## src/rtl/i2cs_pkg.sv

```systemverilog
package i2cs_pkg;

    typedef enum logic [2:0] {
        ST_IDLE,
        ST_ADDR,
        ST_AACK,
        ST_RX,
        ST_RACK,
        ST_TX,
        ST_TACK,
        ST_SKIP
    } eng_state_t;

    localparam logic [1:0] RA_CTRL = 2'd0;
    localparam logic [1:0] RA_OWN  = 2'd1;
    localparam logic [1:0] RA_DATA = 2'd2;
    localparam logic [1:0] RA_STAT = 2'd3;

    localparam int SB_DONE = 3;

    typedef struct packed {
        logic start;
        logic stop;
        logic rise;
        logic fall;
        logic sda;
    } bus_evt_t;

    typedef struct packed {
        logic nack;
        logic tx;
        logic match;
    } eng_stat_t;

    function automatic logic [3:0] stat_nibble(input logic done, input eng_stat_t s);
        return {done, s.nack, s.tx, s.match};
    endfunction

endpackage

```

## src/rtl/i2cs_line_filter.sv

```systemverilog
module i2cs_line_filter
    import i2cs_pkg::*;
#(
    parameter int SYNC_STAGES = 2,
    parameter int CNT_W       = 2
) (
    input  logic             clk,
    input  logic             rst,
    input  logic             scl_i,
    input  logic             sda_i,
    input  logic [CNT_W-1:0] deb_lim,
    output bus_evt_t         evt,
    output logic             scl_lvl,
    output logic             scl_syn
);
    logic [SYNC_STAGES-1:0] scl_sync, sda_sync;
    logic                   scl_f, scl_p, sda_p;
    logic [CNT_W-1:0]       cnt;
    logic                   scl_s, sda_s;

    assign scl_s = scl_sync[SYNC_STAGES-1];
    assign sda_s = sda_sync[SYNC_STAGES-1];

    always_ff @(posedge clk) begin
        if (rst) begin
            scl_sync <= '1;
            sda_sync <= '1;
            scl_f    <= 1'b1;
            scl_p    <= 1'b1;
            sda_p    <= 1'b1;
            cnt      <= '0;
        end else begin
            scl_sync <= {scl_sync[SYNC_STAGES-2:0], scl_i};
            sda_sync <= {sda_sync[SYNC_STAGES-2:0], sda_i};
            scl_p    <= scl_f;
            sda_p    <= sda_s;
            if (scl_s == scl_f) begin
                cnt <= '0;
            end else if (cnt >= deb_lim) begin
                scl_f <= scl_s;
                cnt   <= '0;
            end else begin
                cnt <= cnt + 1'b1;
            end
        end
    end

    always_comb begin
        evt.rise  = scl_f & ~scl_p;
        evt.fall  = ~scl_f & scl_p;
        evt.start = scl_f & scl_p & sda_p & ~sda_s;
        evt.stop  = scl_f & scl_p & ~sda_p & sda_s;
        evt.sda   = sda_s;
    end

    assign scl_lvl = scl_f;
    assign scl_syn = scl_s;

endmodule

```

## src/rtl/i2cs_regs.sv

```systemverilog
module i2cs_regs
    import i2cs_pkg::*;
#(
    parameter int DW      = 8,
    parameter int AW      = 7,
    parameter int MAX_DEB = 2,
    parameter int CNT_W   = 2
) (
    input  logic             clk,
    input  logic             rst,
    input  logic             cpu_en,
    input  logic             cpu_wr,
    input  logic [1:0]       cpu_addr,
    input  logic [DW-1:0]    cpu_wdata,
    output logic [DW-1:0]    cpu_rdata,
    input  logic             rx_load,
    input  logic [DW-1:0]    rx_byte,
    input  logic             done_set,
    input  eng_stat_t        stat,
    output logic             en,
    output logic [CNT_W-1:0] deb_lim,
    output logic [AW-1:0]    own_addr,
    output logic [DW-1:0]    data_q
);
    logic             wr;
    logic             en_q, done_q;
    logic [CNT_W-1:0] deb_sel;
    logic [AW-1:0]    own_q;

    assign wr = cpu_en & cpu_wr;

    always_ff @(posedge clk) begin
        if (rst) begin
            en_q    <= 1'b0;
            deb_sel <= '0;
            own_q   <= '0;
            data_q  <= '0;
            done_q  <= 1'b0;
        end else begin
            if (wr && cpu_addr == RA_CTRL) begin
                en_q    <= cpu_wdata[0];
                deb_sel <= cpu_wdata[CNT_W:1];
            end
            if (wr && cpu_addr == RA_OWN)
                own_q <= cpu_wdata[AW-1:0];
            if (rx_load)
                data_q <= rx_byte;
            else if (wr && cpu_addr == RA_DATA)
                data_q <= cpu_wdata;
            if (done_set)
                done_q <= 1'b1;
            else if (wr && cpu_addr == RA_STAT && cpu_wdata[SB_DONE])
                done_q <= 1'b0;
        end
    end

    assign en       = en_q;
    assign own_addr = own_q;
    assign deb_lim  = (deb_sel > CNT_W'(MAX_DEB)) ? CNT_W'(MAX_DEB) : deb_sel;

    always_comb begin
        cpu_rdata = '0;
        case (cpu_addr)
            RA_CTRL: cpu_rdata[CNT_W:0] = {deb_sel, en_q};
            RA_OWN:  cpu_rdata[AW-1:0]  = own_q;
            RA_DATA: cpu_rdata          = data_q;
            default: cpu_rdata[3:0]     = stat_nibble(done_q, stat);
        endcase
    end

endmodule

```

## src/rtl/i2cs_engine.sv

```systemverilog
module i2cs_engine
    import i2cs_pkg::*;
#(
    parameter int DW = 8,
    parameter int AW = 7
) (
    input  logic          clk,
    input  logic          rst,
    input  logic          en,
    input  bus_evt_t      evt,
    input  logic [AW-1:0] own_addr,
    input  logic [DW-1:0] data_q,
    output logic          sda_oe,
    output logic          rx_load,
    output logic [DW-1:0] rx_byte,
    output logic          done_pulse,
    output eng_stat_t     stat
);
    localparam int CW = $clog2(DW);

    eng_state_t    state;
    logic [DW-1:0] sh;
    logic [CW-1:0] cnt;
    logic          full, oe, match, tx, nack, done, load;

    always_ff @(posedge clk) begin
        if (rst) begin
            state <= ST_IDLE;
            sh    <= '0;
            cnt   <= '0;
            full  <= 1'b0;
            oe    <= 1'b0;
            match <= 1'b0;
            tx    <= 1'b0;
            nack  <= 1'b0;
            done  <= 1'b0;
            load  <= 1'b0;
        end else begin
            done <= 1'b0;
            load <= 1'b0;
            if (!en) begin
                state <= ST_IDLE;
                oe    <= 1'b0;
                match <= 1'b0;
                full  <= 1'b0;
            end else if (evt.start) begin
                state <= ST_ADDR;
                cnt   <= '0;
                full  <= 1'b0;
                oe    <= 1'b0;
                match <= 1'b0;
            end else if (evt.stop) begin
                state <= ST_IDLE;
                oe    <= 1'b0;
                match <= 1'b0;
                full  <= 1'b0;
            end else begin
                case (state)
                    ST_ADDR, ST_RX: begin
                        if (evt.rise) begin
                            sh  <= {sh[DW-2:0], evt.sda};
                            cnt <= cnt + 1'b1;
                            if (cnt == CW'(DW-1)) full <= 1'b1;
                        end else if (evt.fall && full) begin
                            full <= 1'b0;
                            cnt  <= '0;
                            if (state == ST_ADDR) begin
                                if (sh[DW-1:1] == own_addr) begin
                                    match <= 1'b1;
                                    tx    <= sh[0];
                                    nack  <= 1'b0;
                                    oe    <= 1'b1;
                                    done  <= 1'b1;
                                    state <= ST_AACK;
                                end else begin
                                    state <= ST_SKIP;
                                end
                            end else begin
                                load  <= 1'b1;
                                done  <= 1'b1;
                                oe    <= 1'b1;
                                state <= ST_RACK;
                            end
                        end
                    end
                    ST_AACK: begin
                        if (evt.fall) begin
                            if (tx) begin
                                sh    <= data_q;
                                oe    <= ~data_q[DW-1];
                                state <= ST_TX;
                            end else begin
                                oe    <= 1'b0;
                                state <= ST_RX;
                            end
                        end
                    end
                    ST_RACK: begin
                        if (evt.fall) begin
                            oe    <= 1'b0;
                            state <= ST_RX;
                        end
                    end
                    ST_TX: begin
                        if (evt.rise) begin
                            cnt <= cnt + 1'b1;
                            if (cnt == CW'(DW-1)) full <= 1'b1;
                        end else if (evt.fall) begin
                            if (full) begin
                                full  <= 1'b0;
                                cnt   <= '0;
                                oe    <= 1'b0;
                                state <= ST_TACK;
                            end else begin
                                sh <= {sh[DW-2:0], 1'b0};
                                oe <= ~sh[DW-2];
                            end
                        end
                    end
                    ST_TACK: begin
                        if (evt.rise) begin
                            nack <= evt.sda;
                            done <= 1'b1;
                        end else if (evt.fall) begin
                            if (nack) begin
                                state <= ST_SKIP;
                            end else begin
                                sh    <= data_q;
                                oe    <= ~data_q[DW-1];
                                state <= ST_TX;
                            end
                        end
                    end
                    default: ;
                endcase
            end
        end
    end

    assign sda_oe     = oe;
    assign rx_load    = load;
    assign rx_byte    = sh;
    assign done_pulse = done;
    assign stat       = '{nack: nack, tx: tx, match: match};

endmodule

```

## src/rtl/i2cs_top.sv

```systemverilog
module i2cs_top
    import i2cs_pkg::*;
#(
    parameter int DW          = 8,
    parameter int AW          = 7,
    parameter int MAX_DEB     = 2,
    parameter int SYNC_STAGES = 2
) (
    input  logic          clk,
    input  logic          rst,
    input  logic          cpu_en,
    input  logic          cpu_wr,
    input  logic [1:0]    cpu_addr,
    input  logic [DW-1:0] cpu_wdata,
    output logic [DW-1:0] cpu_rdata,
    output logic          irq,
    input  logic          scl_i,
    output logic          scl_oe,
    input  logic          sda_i,
    output logic          sda_oe
);
    localparam int CNT_W = $clog2(MAX_DEB + 1);

    bus_evt_t         evt;
    eng_stat_t        eng_stat;
    logic             ctl_en, scl_lvl, scl_syn, rx_load, done_pulse;
    logic [CNT_W-1:0] deb_lim;
    logic [AW-1:0]    own_addr;
    logic [DW-1:0]    data_q, rx_byte;

    i2cs_line_filter #(.SYNC_STAGES(SYNC_STAGES), .CNT_W(CNT_W)) u_filter (
        .clk     (clk),
        .rst     (rst),
        .scl_i   (scl_i),
        .sda_i   (sda_i),
        .deb_lim (deb_lim),
        .evt     (evt),
        .scl_lvl (scl_lvl),
        .scl_syn (scl_syn)
    );

    i2cs_regs #(.DW(DW), .AW(AW), .MAX_DEB(MAX_DEB), .CNT_W(CNT_W)) u_regs (
        .clk       (clk),
        .rst       (rst),
        .cpu_en    (cpu_en),
        .cpu_wr    (cpu_wr),
        .cpu_addr  (cpu_addr),
        .cpu_wdata (cpu_wdata),
        .cpu_rdata (cpu_rdata),
        .rx_load   (rx_load),
        .rx_byte   (rx_byte),
        .done_set  (done_pulse),
        .stat      (eng_stat),
        .en        (ctl_en),
        .deb_lim   (deb_lim),
        .own_addr  (own_addr),
        .data_q    (data_q)
    );

    i2cs_engine #(.DW(DW), .AW(AW)) u_engine (
        .clk        (clk),
        .rst        (rst),
        .en         (ctl_en),
        .evt        (evt),
        .own_addr   (own_addr),
        .data_q     (data_q),
        .sda_oe     (sda_oe),
        .rx_load    (rx_load),
        .rx_byte    (rx_byte),
        .done_pulse (done_pulse),
        .stat       (eng_stat)
    );

    assign irq    = done_pulse;
    assign scl_oe = 1'b0;

endmodule

```

## config.mk

```make
export PLATFORM = sky130hd
export DESIGN_NAME = i2cs_top
export DESIGN_NICKNAME = d
export VERILOG_FILES = /design/src/rtl/i2cs_pkg.sv /design/src/rtl/i2cs_line_filter.sv /design/src/rtl/i2cs_regs.sv /design/src/rtl/i2cs_engine.sv /design/src/rtl/i2cs_top.sv
export SDC_FILE = /design/constraint.sdc
export NUM_CORES = 1
export LEC_CHECK = 0
export ABC_AREA = 1
export BUFFER_PORTS_ARGS = -buffer_cell sky130_fd_sc_hd__clkbuf_2
export CAP_MARGIN = 20
export CORE_AREA = 2 2 83 104
export CTS_CLUSTER_SIZE = 24
export DETAILED_ROUTE_END_ITERATION = 8
export DIE_AREA = 0 0 85 106
export HOLD_SLACK_MARGIN = 0.03
export RECOVER_POWER = 100
export SYNTH_ARGS = -nofsm -noshare
export SYNTH_HDL_FRONTEND = slang
export SYNTH_HIERARCHICAL = 1
export SYNTH_SLANG_ARGS = --single-unit
```

## constraint.sdc

```tcl
create_clock -name clk -period 2.1 [get_ports clk]
set_input_delay 0 -clock clk [delete_from_list [all_inputs] [get_ports clk]]
set_output_delay 0 -clock clk [all_outputs]
set_load 0.01 [all_outputs]
```

==> results of run 1 <==
-- final cells by class --
class	instances	area share, %
multi-input cells	362	50.69
clock inverters	2	0.4338
flip-flops and latches	49	28.34
inverters	68	7.664
clock buffers	6	2.097
well taps	97	3.507
repair buffers	41	7.267
-- metrics by stage --
stage | total power, mW | std cells | utilization (%) | hold slack (ps)
floorplan | 1.089 | 495 | - | 69.07
global placement | 1.146 | 607 | 40.70 | 178.8
detailed placement | 1.147 | 607 | 40.70 | 181.1
CTS | 1.739 | 625 | 43.01 | 153.8
global route | 1.795 | 625 | 42.72 | 224.2
finish | 1.711 | 625 | 42.72 | 189.7
-- flip-flops by register name, indices dropped and copies added, names as in the netlist, 2 cells and up --
name / flops
u_filter/cnt: 2
u_engine/cnt: 3
u_filter/scl_sync: 2
u_regs/own_addr: 7
u_engine/rx_byte: 8
u_regs/data_q: 8
u_regs/deb_sel: 2
u_engine/state: 3
u_filter/sda_sync: 2
-- logic make-up (layout without fill, tap and decap cells) --
group,Yosys count,count (layout)
buffers and inverters,84,117
other,1,1
AND/OR/NAND/NOR,291,291
XOR/XNOR,1,1
flip-flops,49,49
adder cells (fa/ha/maj),10,10
AO/OA/AOI/OAI,59,59
-- per-layer routing --
layer | vias to the layer above | global-route usage [%]
met5 | - | 0
met4 | 0 | 8.730
met3 | 21 | 2.174
met2 | 62 | 33.09
met1 | 1296 | 22.05
li1 | 1600 | -
-- how the worst max path moves through the flow --
stage	cells past startpoint	from	to
floorplan	10	u_filter/scl_lvl$_SDFFE_PP1P_	u_engine/rx_byte[6]$_SDFFE_PP0P_
global placement	9	u_engine/state[0]$_SDFFE_PP0P_	u_engine/sda_oe$_SDFFE_PP0P_
detailed placement	10	u_filter/scl_lvl$_SDFFE_PP1P_	u_engine/sda_oe$_SDFFE_PP0P_
CTS	9	u_engine/state[2]$_SDFFE_PP0P_	u_engine/rx_byte[4]$_SDFFE_PP0P_
global route	10	u_engine/state[2]$_SDFFE_PP0P_	u_engine/cnt[2]$_SDFFE_PP0P_
finish	9	u_engine/state[2]$_SDFFE_PP0P_	u_engine/rx_byte[4]$_SDFFE_PP0P_
-- worst max-delay path, cell delays in order (launching register included) --
cell and delay [ps]:
dfxtp_1 550, inv_1 190, nor2_4 180, nand2_4 110, nand3_2 90, nand3_2 120
nor2_8 190, nand2_4 100, nand2_1 70, a21oi_1 60
-- synth_stat cells, types with 2 or more instances --
master	n	area share (%)
nor2_2	2	0.40
nand3_2	4	1.3
inv_4	2	0.40
nor2_4	4	1.4
o21ai_0	30	4.8
inv_1	56	6.7
nand2_4	4	1.4
nand3_1	34	5.5
ha_1	10	4.0
a21oi_1	22	3.5
dfxtp_1	49	31
inv_2	8	0.96
buf_2	3	0.48
nor2_1	77	9.3
or2_1	4	0.80
nand2_2	4	0.80
buf_6	3	1.1
nand4_1	3	0.60
nor3_2	2	0.64
clkbuf_1	2	0.24
buf_4	8	1.9
a21oi_2	2	0.56
nor3_1	9	1.4
nand2_1	141	17
-- power by group through the flow --
stage | logic [mW] | registers, mW | clock network, mW
6_report | 0.177 | 0.962 | 0.573
4_1_cts | 0.179 | 0.962 | 0.598
3_3_place_gp | 0.162 | 0.983 | 0
2_1_floorplan | 0.112 | 0.977 | 0
5_1_grt | 0.199 | 0.965 | 0.630
3_5_place_dp | 0.163 | 0.984 | 0
-- what timing repair did --
action                                 in CTS  in global routing
setup buffers                               0                  0
setup endpoints to repair                   0                  0
endpoints found under the hold margin      15                  0
hold buffers                               10                  0
==> impl_metrics.json, run 1 <==
{
  "outcome": "complete, no violations",
  "insertion_delay_ps": 310,
  "hold_viol": 0,
  "period_minus_slack_ps": 1814,
  "hp-class": "input port to register",
  "layout_common_cells": "nand2_1 (141), nor2_1 (77), inv_1 (58)",
  "antenna_found_initial": 0,
  "synth_top_family_by_area": "simple AND/OR/NAND/NOR gates",
  "nFillCells": 862,
  "stdcell_area_mm2": 0.003461,
  "pre_cts_slack_ps": 400.0,
  "async_flop_share_pct": 0,
  "cp-end-kind": "register",
  "htree_levels": 2,
  "switching_share_pct": 27.08,
  "wire_per_inst_um": 12.92,
  "postSynthCellCount": 495,
  "path_class": "register to register",
  "synth_compound_area_share_pct": 10.02,
  "place_congestion": 0.9887,
  "worst_slack_ps": 286.0,
  "met1Wirelength_mm": 3.525,
  "finalSetupViolations": 0,
  "port_buffers": 25,
  "overflow": 0,
  "maxUsedRoutingLayer": "met4",
  "yosys_warnings": 6,
  "synth.mux.area_fraction_pct": 0,
  "vias_per_cell": 4.766,
  "slew-limit-headroom_pct": 39.62,
  "grt_setup_unrepaired": "no",
  "setup_tns_ps": 0,
  "rr_endpoint": "u_engine/rx_byte[4]$_SDFFE_PP0P_",
  "finalWirelength_mm": 8.075,
  "num_antenna_cells": 0,
  "syn2layout_area_growth_pct": 10.86,
  "maxSlewViolCount": 0,
  "r2r_cells": 9,
  "start_kind": "register",
  "skew_ps": 9.755,
  "seqPwrFrac_pct": 56.2,
  "grt_pass1_vias": 2921,
  "synth-simple-area-share_pct": 41.92,
  "die_h_um": 106,
  "clock-sinks": 49,
  "grt_first_pass_wirelength_mm": 13.51,
  "die_area_mm2": 0.009010,
  "drt_iter0_markers": 187,
  "drtAntennaViolNets": 0,
  "arrival_ps": 1970,
  "vias": 2979,
  "dr.pass1.iters": 4,
  "ir_worst_vdd_mv": 0.2923,
  "reg2reg_slack_ps": 290,
  "root_buffer": "clkbuf_8",
  "synth_edf_count": 0,
  "tightest_slew_ps": 905.7,
  "synth_fp_nets": 521,
  "mostFrequentLayoutCell": "nand2_1",
  "fin_nets": 553,
  "io_pins": 27,
  "multiInputGateArea_mm2": 0.001754,
  "post_dp_cell_area_mm2": 0.003297,
  "hold_depth": 5,
  "p_leak_nw": 1.657,
  "hp-start": "cpu_en",
  "cts_tree": "built",
  "powerDensity_mw_per_mm2": 494.5,
  "dpl.hpwl_mm": 6.338,
  "core_area_mm2": 0.008102,
  "min_to": "u_regs/data_q[2]$_SDFFE_PP0P_",
  "p_int_mw": 1.248,
  "track_usage_pct": 18.63,
  "ys_seq_elements": 49,
  "max_freq_ghz": 0.5513,
  "clk_pin_slew_worst_paths_ps": 100,
  "cts_buffer_depth": 2,
  "wl_met2_mm": 4.036,
  "rows": 37,
  "start_util_pct": 38.53,
  "crit_fanout": 12,
  "synth_fa_ha_area_share_pct": 4.008,
  "cap_viol_max_count": 0,
  "drc": 0,
  "dr_wl_met3_um": 231,
  "ys_seq_area_share_pct": 31.42,
  "ctsResizeCount": 0,
  "period_share_pct": 86.38,
  "yosys_most_used_dff": "dfxtp_1",
  "avgSynthCellArea_um2": 6.307,
  "synth_xor_area_share_pct": 0.2806,
  "cts_buffers": 5,
  "die_w_um": 85,
  "layout-drive-gt1-share_pct": 10.80,
  "seqCellArea_um2": 980.9,
  "power_frac_comb_pct": 10.3,
  "grt_max_degree": 21,
  "r2r_start": "u_engine/state[2]$_SDFFE_PP0P_",
  "cp.required_ps": 2250,
  "pwr-share-clk_pct": 33.5,
  "synth_area_mm2": 0.003122,
  "power_switching_mw": 0.4635,
  "synth_cell_type_count": 36
}
Note: power is estimated with default switching activity, not from simulation.
==> run 2, diff against run 1 <==
--- a/config.mk
+++ b/config.mk
@@ -5,13 +5,12 @@
 export SDC_FILE = /design/constraint.sdc
 export NUM_CORES = 1
 export LEC_CHECK = 0
-export ABC_AREA = 1
-export BUFFER_PORTS_ARGS = -buffer_cell sky130_fd_sc_hd__clkbuf_2
 export CAP_MARGIN = 20
-export CORE_AREA = 2 2 83 104
+export CORE_AREA = 2 2 78 98
 export CTS_CLUSTER_SIZE = 24
 export DETAILED_ROUTE_END_ITERATION = 8
-export DIE_AREA = 0 0 85 106
+export DIE_AREA = 0 0 80 100
+export DONT_BUFFER_PORTS = 1
 export HOLD_SLACK_MARGIN = 0.03
 export RECOVER_POWER = 100
 export SYNTH_ARGS = -nofsm -noshare
==> run 2 against run 1 <==
Net effect:
- the run now ends with setup timing left
- design area decreased by 5.3%
- via count shrank 25%
- critical path depth stayed put
- global-route usage down 1.4 points
- combinational power down 18%
- utilization increased by 2.9 points
- worst hold slack worse by 130 ps
- maximum frequency fell by 16%
- clock skew decreased by 2.5 ps
- total power down 3.4%
- largest cell class unchanged
- highest routed layer unchanged
==> impl_metrics.json, run 2 <==
{
  "power.total_mw": 1.654,
  "critPathLaunch": "u_filter/scl_lvl$_SDFFE_PP1P_",
  "drt_iter0_markers": 154,
  "cp-end-kind": "register",
  "num_antenna_cells": 0,
  "layout_common_cells": "dfxtp_1 (46), mux2i_1 (32), nor2_1 (30)",
  "power_switching_mw": 0.4058,
  "clock-sinks": 49,
  "skew_ps": 7.297,
  "start_util_pct": 38.40,
  "synth_area_mm2": 0.002758,
  "synth_most_common_cell": "dfxtp_1",
  "pwr-share-clk_pct": 33.4,
  "root_buffer": "clkbuf_8",
  "avgSynthCellArea_um2": 9.162,
  "ys_seq_area_share_pct": 35.57,
  "syn2layout_area_growth_pct": 18.83,
  "yosys-top-cells-area": "dfxtp_1 (36%), mux2i_1 (12%), ha_1 (4.5%), nor2_1 (4.5%), a211oi_2 (4.1%)",
  "overflow": 0,
  "cts_buffer_depth": 2,
  "place_congestion": 0.8414,
  "synth_fp_nets": 327,
  "synth_cell_type_count": 59,
  "insertion_delay_ps": 300,
  "synth_xor_area_share_pct": 2.858,
  "yosys_warnings": 6,
  "cts_tree": "built",
  "cap_viol_max_count": 0,
  "cts_buffers": 5,
  "hp-class": "input port to register",
  "layout-drive-gt1-share_pct": 22.56,
  "synth_fa_ha_area_share_pct": 4.537,
  "drtAntennaViolNets": 0,
  "setup_tns_ps": -365.9,
  "r2r_start": "u_filter/scl_lvl$_SDFFE_PP1P_",
  "synth_edf_count": 0,
  "rows": 35,
  "finalSetupViolations": 8,
  "synth_common_cells": "dfxtp_1 (49), nor2_1 (33), mux2i_1 (32)",
  "crit_fanout": 7,
  "grt_setup_unrepaired": "yes",
  "grt_first_pass_wirelength_mm": 10.93,
  "rr_endpoint": "u_engine/rx_byte[0]$_SDFFE_PP0P_",
  "synth_top_family_by_area": "simple AND/OR/NAND/NOR gates",
  "p_int_mw": 1.248,
  "drc": 0,
  "dr.pass1.iters": 4,
  "htree_levels": 2,
  "period_share_pct": 103.0,
  "powerDensity_mw_per_mm2": 504.6,
  "tightest_slew_ps": 754.5,
  "power_frac_comb_pct": 8.8,
  "synth_compound_area_share_pct": 18.33,
  "die_h_um": 100,
  "synth-simple-area-share_pct": 20.83,
  "seqCellArea_um2": 987.2,
  "fin_hold_ws_ps": 63.45,
  "vias_per_cell": 5.317,
  "wire_per_inst_um": 15.72,
  "start_kind": "register",
  "fin_nets": 353,
  "period_minus_slack_ps": 2162,
  "p_leak_nw": 1.273,
  "synth_top_area_share_pct": 35.57,
  "nFillCells": 722,
  "seqPwrFrac_pct": 57.7,
  "multiInputGateArea_mm2": 0.001674,
  "max_freq_ghz": 0.4625,
  "ys_seq_elements": 49,
  "clk_pin_slew_worst_paths_ps": 90,
  "track_usage_pct": 17.26,
  "vias": 2233,
  "finalWirelength_mm": 6.602,
  "violations": "setup timing",
  "arrival_ps": 2390,
  "core_area_mm2": 0.007182,
  "io_pins": 27,
  "r2r_cells": 9,
  "postSynthCellCount": 301,
  "yosys_most_used_dff": "dfxtp_1",
  "async_flop_share_pct": 0,
  "switching_share_pct": 24.54,
  "hold_viol": 0,
  "die_w_um": 80,
  "synth.mux.area_fraction_pct": 11.62,
  "ir_worst_vdd_mv": 0.3548,
  "dpl.hpwl_mm": 4.666,
  "cp.required_ps": 2330,
  "path_class": "register to register",
  "slew-limit-headroom_pct": 48.40,
  "maxSlewViolCount": 0,
  "port_buffers": 0,
  "die_area_mm2": 0.008000,
  "antenna_found_initial": 0,
  "grt_pass1_vias": 2208,
  "critPathCapture": "u_engine/rx_byte[0]$_SDFFE_PP0P_",
  "reg2reg_slack_ps": -60,
  "outcome": "finished with violations",
  "mostFrequentLayoutCell": "dfxtp_1",
  "synth_top_area_cell": "dfxtp_1",
  "grt_max_degree": 43,
  "worst_slack_ps": -62.11
}
[run 2: changes by cell type in the layout (fill, tap and decap cells not counted), sizes merged, moves of 24 or more]
cell	delta
inv	-56
nand3	-35
clkbuf	-24
mux2i	+32
nand2	-139
nor2	-48
[run 2: cells by family after synthesis]
kind of cell | after synthesis
adder cells (fa/ha/maj) | 10
other | 1
AO/OA/AOI/OAI | 63
buffers and inverters | 32
flip-flops | 49
multiplexers | 32
AND/OR/NAND/NOR | 105
XOR/XNOR | 9
[run 2: metal layers]
layer	vias up	GRT usage, %	part of all wire [%]
li1	1126	-	-
met1	1051	20.77	42
met2	48	31.60	54
met3	8	2.158	2.9
met4	0	5.215	1.3
met5	-	0	0
[run 2: what timing repair did]
item                       4_1_cts  5_1_grt
pin swaps                        0        0
buffers inserted                 2        1
cloned                           0        1
setup endpoints to repair        8       10
hold endpoints to repair        42        0
hold buffers                    14        0
resized for setup                1       11
[run 2: final cells by class]
| cell class | count | share of cell area [%] |
|---|---|---|
| Clock buffer | 7 | 2.329 |
| Clock inverter | 1 | 0.2291 |
| Inverter | 11 | 1.260 |
| Multi-Input combinational cell | 220 | 51.09 |
| Sequential cell | 49 | 30.13 |
| Tap cell | 92 | 3.513 |
| Timing Repair Buffer | 40 | 11.45 |
[run 2: worst max-delay path, cell delays in order, from the launching register on]
cell,delay (ps)
dfxtp_4,360
nand2_4,90
nor3b_4,50
or3b_4,390
or4_4,540
a211oi_4,240
buf_4,170
clkbuf_16,140
nand2_4,40
o21ai_2,80
[run 2: per-stage QoR]
stage,util (%),worst slack (ps),instance area [µm²],cells
3_3_place_gp,41.20,-35.54,2959,394
3_5_place_dp,41.20,-40.41,2959,394
6_report,45.63,-62.11,3277,420
2_1_floorplan,-,3.185,2794,301
4_1_cts,44.69,-53.94,3209,418
5_1_grt,45.63,-111.1,3277,420
[run 2: worst min path at each step]
stage	start	endpoint	slack [ps]	cells after the start
after global placement	rst	u_engine/cnt[2]$_SDFFE_PP0P_	80	1
after detailed placement	rst	u_engine/nack$_SDFFE_PP0P_	70	1
after global routing	cpu_en	u_regs/deb_sel[1]$_SDFFE_PP0P_	90	3
after CTS	cpu_en	u_regs/en$_SDFFE_PP0P_	50	3
final	cpu_en	u_regs/en$_SDFFE_PP0P_	60	3
after floorplan	rst	u_engine/rx_byte[7]$_SDFFE_PP0P_	70	1
[run 2: power groups by stage]
| stage | Clock (mW) | Combinational (mW) | Sequential, mW |
|---|---|---|---|
| after CTS | 0.573 | 0.143 | 0.955 |
| after floorplan | 0 | 0.0878 | 0.973 |
| after global routing | 0.604 | 0.160 | 0.957 |
| final | 0.553 | 0.146 | 0.955 |
| after detailed placement | 0 | 0.102 | 0.977 |
| after global placement | 0 | 0.100 | 0.976 |
